--- config.mk ---
export PLATFORM = sky130hd
export DESIGN_NAME = enc_vel_capture
export DESIGN_NICKNAME = d
export VERILOG_FILES = /design/src/rtl/evc_pkg.sv /design/src/rtl/evc_window_timer.sv /design/src/rtl/evc_pulse_counter.sv /design/src/rtl/evc_capture_cmp.sv /design/src/rtl/enc_vel_capture.sv
export SDC_FILE = /design/constraint.sdc
export NUM_CORES = 1
export LEC_CHECK = 0
export BUFFER_PORTS_ARGS = -buffer_cell sky130_fd_sc_hd__buf_2
export CELL_PAD_IN_SITES_DETAIL_PLACEMENT = 0
export CELL_PAD_IN_SITES_GLOBAL_PLACEMENT = 1
export CORE_MARGIN = 4
export CORE_UTILIZATION = 38
export CTS_BUF_LIST = sky130_fd_sc_hd__clkbuf_2 sky130_fd_sc_hd__clkbuf_4 sky130_fd_sc_hd__clkbuf_8
export CTS_CLUSTER_DIAMETER = 150
export DETAILED_ROUTE_END_ITERATION = 8
export GPL_ROUTABILITY_DRIVEN = 0
export PLACE_DENSITY = 0.78
export SLEW_MARGIN = 30
export SYNTH_ARGS = -nofsm -noshare
export SYNTH_HDL_FRONTEND = slang
export SYNTH_SLANG_ARGS = --single-unit
--- constraint.sdc ---
create_clock -name clk -period 2.3 [get_ports clk]
set_clock_uncertainty 0.05 [all_clocks]
set_input_delay 0.23 -clock clk [delete_from_list [all_inputs] [get_ports clk]]
set_output_delay 0.23 -clock clk [all_outputs]
set_load 0.01 [all_outputs]
--- src/rtl/evc_pkg.sv ---
package evc_pkg;

    // Control strobes derived once per cycle in the top and fanned out.
    typedef struct packed {
        logic restart;   // window closes this edge
        logic clear;     // measurement restart command
    } evc_ctrl_t;

    // Registered event outputs.
    typedef struct packed {
        logic tmr;
        logic below;
    } evc_evt_t;

endpackage

--- src/rtl/evc_window_timer.sv ---
module evc_window_timer #(
    parameter int TIMER_W = 16
) (
    input  logic               clk,
    input  logic               rst,
    input  logic               clear,
    input  logic [TIMER_W-1:0] load_val,
    output logic [TIMER_W-1:0] timer_q,
    output logic               expire
);

    localparam logic [TIMER_W-1:0] T_ZERO = '0;

    assign expire = (timer_q == T_ZERO);

    always_ff @(posedge clk) begin
        if (rst)
            timer_q <= T_ZERO;
        else if (clear || expire)
            timer_q <= load_val;
        else
            timer_q <= timer_q - 1'b1;
    end

    AST_TIMER_COUNTDOWN: assert property (@(posedge clk) disable iff (rst)
        (!expire && !clear) |=> (timer_q == TIMER_W'($past(timer_q) - 1'b1)));

    AST_TIMER_RELOAD: assert property (@(posedge clk) disable iff (rst)
        (expire || clear) |=> (timer_q == $past(load_val)));

endmodule

--- src/rtl/evc_pulse_counter.sv ---
module evc_pulse_counter
    import evc_pkg::*;
#(
    parameter int COUNT_W = 8
) (
    input  logic               clk,
    input  logic               rst,
    input  evc_ctrl_t          ctrl,
    input  logic               pulse,
    output logic [COUNT_W-1:0] cnt_q
);

    localparam logic [COUNT_W-1:0] C_MAX  = '1;
    localparam logic [COUNT_W-1:0] C_ZERO = '0;

    logic at_max;
    assign at_max = (cnt_q == C_MAX);

    always_ff @(posedge clk) begin
        if (rst || ctrl.clear)
            cnt_q <= C_ZERO;
        else if (ctrl.restart)
            cnt_q <= {{(COUNT_W-1){1'b0}}, pulse};
        else if (pulse && !at_max)
            cnt_q <= cnt_q + 1'b1;
    end

    AST_CNT_SATURATE: assert property (@(posedge clk) disable iff (rst)
        (at_max && !ctrl.restart && !ctrl.clear) |=> (cnt_q == C_MAX));

    AST_CNT_NEW_WINDOW: assert property (@(posedge clk) disable iff (rst)
        (ctrl.restart && !ctrl.clear) |=> (cnt_q == {{(COUNT_W-1){1'b0}}, $past(pulse)}));

    AST_CNT_CLEARED: assert property (@(posedge clk) disable iff (rst)
        ctrl.clear |=> (cnt_q == C_ZERO));

endmodule

--- src/rtl/evc_capture_cmp.sv ---
module evc_capture_cmp
    import evc_pkg::*;
#(
    parameter int COUNT_W = 8
) (
    input  logic               clk,
    input  logic               rst,
    input  evc_ctrl_t          ctrl,
    input  logic [COUNT_W-1:0] cnt,
    input  logic [COUNT_W-1:0] cmp_val,
    output logic [COUNT_W-1:0] cap_q,
    output evc_evt_t           evt_q
);

    logic take;
    assign take = ctrl.restart && !ctrl.clear;

    always_ff @(posedge clk) begin
        if (rst || ctrl.clear) begin
            cap_q <= '0;
            evt_q <= '0;
        end else begin
            if (take)
                cap_q <= cnt;
            evt_q.tmr   <= take;
            evt_q.below <= evt_q.tmr && (cap_q < cmp_val);
        end
    end

    AST_CAP_HOLD: assert property (@(posedge clk) disable iff (rst)
        (!take && !ctrl.clear) |=> $stable(cap_q));

    AST_BELOW_FOLLOWS_EVT: assert property (@(posedge clk) disable iff (rst)
        evt_q.below |-> $past(evt_q.tmr));

    AST_EVT_SINGLE: assert property (@(posedge clk) disable iff (rst)
        !(evt_q.tmr && evt_q.below));

endmodule

--- src/rtl/enc_vel_capture.sv ---
module enc_vel_capture
    import evc_pkg::*;
#(
    parameter int TIMER_W = 16,
    parameter int COUNT_W = 8
) (
    input  logic               clk,
    input  logic               rst,
    input  logic               pulse_in,
    input  logic [TIMER_W-1:0] load_val,
    input  logic [COUNT_W-1:0] cmp_val,
    input  logic               vel_clear,
    output logic [TIMER_W-1:0] timer_now,
    output logic [COUNT_W-1:0] pulse_now,
    output logic [COUNT_W-1:0] vel_cap,
    output logic               tmr_evt,
    output logic               below_evt
);

    evc_ctrl_t ctrl;
    evc_evt_t  evt;
    logic      expire;

    assign ctrl.restart = expire;
    assign ctrl.clear   = vel_clear;

    evc_window_timer #(.TIMER_W(TIMER_W)) u_timer (
        .clk      (clk),
        .rst      (rst),
        .clear    (vel_clear),
        .load_val (load_val),
        .timer_q  (timer_now),
        .expire   (expire)
    );

    evc_pulse_counter #(.COUNT_W(COUNT_W)) u_count (
        .clk   (clk),
        .rst   (rst),
        .ctrl  (ctrl),
        .pulse (pulse_in),
        .cnt_q (pulse_now)
    );

    evc_capture_cmp #(.COUNT_W(COUNT_W)) u_cap (
        .clk     (clk),
        .rst     (rst),
        .ctrl    (ctrl),
        .cnt     (pulse_now),
        .cmp_val (cmp_val),
        .cap_q   (vel_cap),
        .evt_q   (evt)
    );

    assign tmr_evt   = evt.tmr;
    assign below_evt = evt.below;

    AST_EVT_AT_RELOAD: assert property (@(posedge clk) disable iff (rst)
        tmr_evt |-> (timer_now == $past(load_val)));

    AST_RESET_QUIET: assert property (@(posedge clk)
        rst |=> (pulse_now == '0 && vel_cap == '0 && !tmr_evt && !below_evt));

endmodule

==> flow_summary.json <==
{
  "grt_max_degree": 20,
  "start_kind": "flip-flop",
  "dp_cells": 333,
  "tns_ns": 0,
  "wl_per_cell_um": 12.56,
  "worstReg2RegEnd": "u_timer.timer_q[0]",
  "synth_fa_ha_area_share_pct": 6.106,
  "cp_slowest_cell": "and4_1",
  "multiInputGateArea_um2": 1072,
  "maxSlewViolCount": 0,
  "antenna_found_initial": 0,
  "io_buffers": 61,
  "worstPathCellList": "inv_1 > ha_1 > nor3b_4 > and4_1 > o21ai_0 > a21oi_1",
  "grt_pass1_wl_mm": 7.258,
  "r2r_start": "u_timer.timer_q[0]",
  "syn_area_per_cell_um2": 8.741,
  "regArea_um2": 680.7,
  "fin_area_um2": 2297,
  "clk_pin_slew_ns": 0.07,
  "period_needed_ns": 1.915,
  "antenna_left": 0,
  "h-tree-depth": 2,
  "path_class": "reg -> reg",
  "rsz0062_at_grt": "no",
  "dominantRegCellSynth": "dfxtp_1",
  "dp_hpwl_mm": 3.231,
  "firstDrtPassIters": 4,
  "grt_usage_pct": 14.81,
  "insertion_delay_ns": 0.28,
  "hold_path.class": "in -> reg",
  "synth_area_um2": 1844,
  "synth_compound_area_share_pct": 19.06,
  "cts.repair.resized": 0,
  "avgViaCountPerCell": 4.947,
  "holdBufCountCts": 0,
  "maxSlewHeadroom_pct": 64.91,
  "powerDensity_nw_per_um2": 589.8,
  "tightest_slew_ns": 0.5208,
  "die_w_um": 77.67,
  "post-route-period-util_pct": 83.28,
  "path_max_fanout": 11,
  "synth_top_family_by_area": "simple AND/OR/NAND/NOR gates",
  "fill_cells": 507,
  "routed_wl_mm": 4.270,
  "num_vias": 1682,
  "hold_depth": 3,
  "drc": 0,
  "synth_edf_count": 0,
  "cts_inserted_buffers": 5,
  "io_pins": 62,
  "drive_gt1_share_pct": 32.60,
  "final-hold-violation-count": 0,
  "cp.required_ns": 2.46,
  "end_kind": "flip-flop",
  "syn_inst": 211,
  "status": "finished, final reports clean",
  "clkSinkCount": 34,
  "nets": 310,
  "cts-root-buf": "clkbuf_8",
  "ff2ff_setup_slack_ns": 0.38,
  "die_area_um2": 6032,
  "ys_ff_latch": 34,
  "holdCritStartpoint": "load_val[3]",
  "grt_pass1_vias": 1572,
  "fin_cells": 340,
  "synth_xor_area_share_pct": 6.649,
  "peakVddDrop_v": 0.0002636,
  "cts_tree": "built",
  "yosysUniqueCellTypes": 37,
  "whs_ns": 0.1634,
  "maxCapViolCount": 0,
  "grt-ovfl-total": 0,
  "synthesis.nets": 248,
  "async_flop_share_pct": 0,
  "leakagePower_nw": 1.015,
  "hold_end": "u_timer.timer_q[3]",
  "reg2reg_depth": 6,
  "fin_util_pct": 48.64,
  "drt-initial-drc-count": 63,
  "placed_area_um2": 2213,
  "max_freq_mhz": 522.1,
  "core_region_area_um2": 4723,
  "crit_path_max_incr_delay_ns": 0.50,
  "synthSimpleGateAreaFrac_pct": 24.83,
  "initial_core_util_pct": 39.05,
  "yosysSeqAreaShare_pct": 36.91,
  "muxShareOfSynthArea_pct": 1.085,
  "setup_viol": 0,
  "n_antenna_cell": 0,
  "synth_warnings": 0,
  "syn_to_final_growth_pct": 24.56,
  "cts.path.max_buffers": 2,
  "postCtsSetupRepairBufs": 0,
  "row_count": 25,
  "die_h_um": 77.67,
  "worstPathArrival_ns": 2.08
}
[cell families after synthesis]
group / Yosys count
simple gates: 85
fa+ha+maj: 9
buf+inv: 21
compound gates: 46
xor+xnor: 14
mux: 2
flops: 34
[cells in the final DEF, fill, tap and decap left out, drive strengths merged, types with 2 or more instances in the layout]
cell type / synthesis / layout
clkbuf: 4 / 7
inv: 11 / 11
and2: 2 / 2
a41oi: 4 / 4
dfxtp: 34 / 34
nor3: 5 / 5
a211oi: 13 / 13
o21ai: 7 / 7
nand2b: 2 / 2
xor2: 11 / 11
nor2: 25 / 25
nand4: 7 / 7
nand3: 5 / 5
a21o: 3 / 3
mux2i: 2 / 2
nand3b: 3 / 3
nor4: 4 / 4
buf: 6 / 65
ha: 9 / 9
o31a: 2 / 2
xnor2: 3 / 3
a21oi: 14 / 14
nand2: 25 / 25
[critical path: cells and delay by family, from the launching register on]
kind,cells,cell delay (ns)
AOI/OAI and AO/OA,2,0.27
adders and majority gates,1,0.18
buffers and inverters,1,0.09
DFF,1,0.36
and+or+nand+nor,2,0.90
[registers in the layout, summed over array words and instances, names as in the netlist]
| register | cells |
|---|---|
| u_timer.timer_q | 16 |
| u_cap.cap_q | 8 |
| u_cap.evt_q | 2 |
| u_count.cnt_q | 8 |
[synthesized netlist by cell type (all sizes together) (2+ instances only)]
library cell	instances	area share (%)
o21ai	7	1.9
xnor2	3	1.4
a211oi	13	8.0
nand4	7	2.4
buf	6	2.3
a41oi	4	1.9
nor3	5	1.4
and2	2	0.68
nand3	5	1.4
nand3b	3	1.2
o31a	2	0.95
xor2	11	5.2
a21oi	14	3.8
inv	11	2.2
nor2	25	5.1
nor4	4	3.7
ha	9	6.1
nand2	25	5.1
mux2i	2	1.1
clkbuf	4	0.81
a21o	3	1.2
dfxtp	34	37
nand2b	2	0.68
[per-stage QoR]
stage / worst slack [ns] / power [mW]
after floorplan: 0.5847 / 0.8504
after global placement: 0.4713 / 0.9379
final: 0.3846 / 1.355
after detailed placement: 0.3992 / 0.9365
after CTS: 0.3741 / 1.373
after global routing: 0.2306 / 1.431
[metal layers]
metal	vias to the layer above	track usage, %	routed length [um]
li1	874	-	-
met1	757	20.99	2175
met2	44	21.49	1820
met3	7	3.480	204
met4	0	5.872	69
met5	-	0	0
[worst max-delay path by stage]
| stage | endpoint | cells past startpoint | slack [ns] | startpoint |
|---|---|---|---|---|
| after floorplan | u_timer.timer_q[10] | 7 | 0.58 | u_timer.timer_q[0] |
| after global placement | u_timer.timer_q[0] | 6 | 0.47 | u_timer.timer_q[0] |
| after detailed placement | u_timer.timer_q[0] | 6 | 0.40 | u_timer.timer_q[0] |
| after CTS | u_timer.timer_q[0] | 6 | 0.37 | u_timer.timer_q[0] |
| after global routing | u_timer.timer_q[0] | 6 | 0.23 | u_timer.timer_q[0] |
| final | u_timer.timer_q[0] | 6 | 0.38 | u_timer.timer_q[0] |
[power by group]
group	total, mW	switching [mW]	internal, mW
clock	0.433	0.201	0.232
combinational	0.260	0.141	0.119
sequential	0.662	0.0449	0.617
total	1.35	0.387	0.968
[final cells by class]
type	instances	area share [%]
Timing Repair Buffer	65	14.60
Inverter	11	1.797
Clock buffer	7	3.649
Tap cell	67	3.649
Multi-Input combinational cell	156	46.68
Sequential cell	34	29.63
Power figures use the tool's default switching activity.
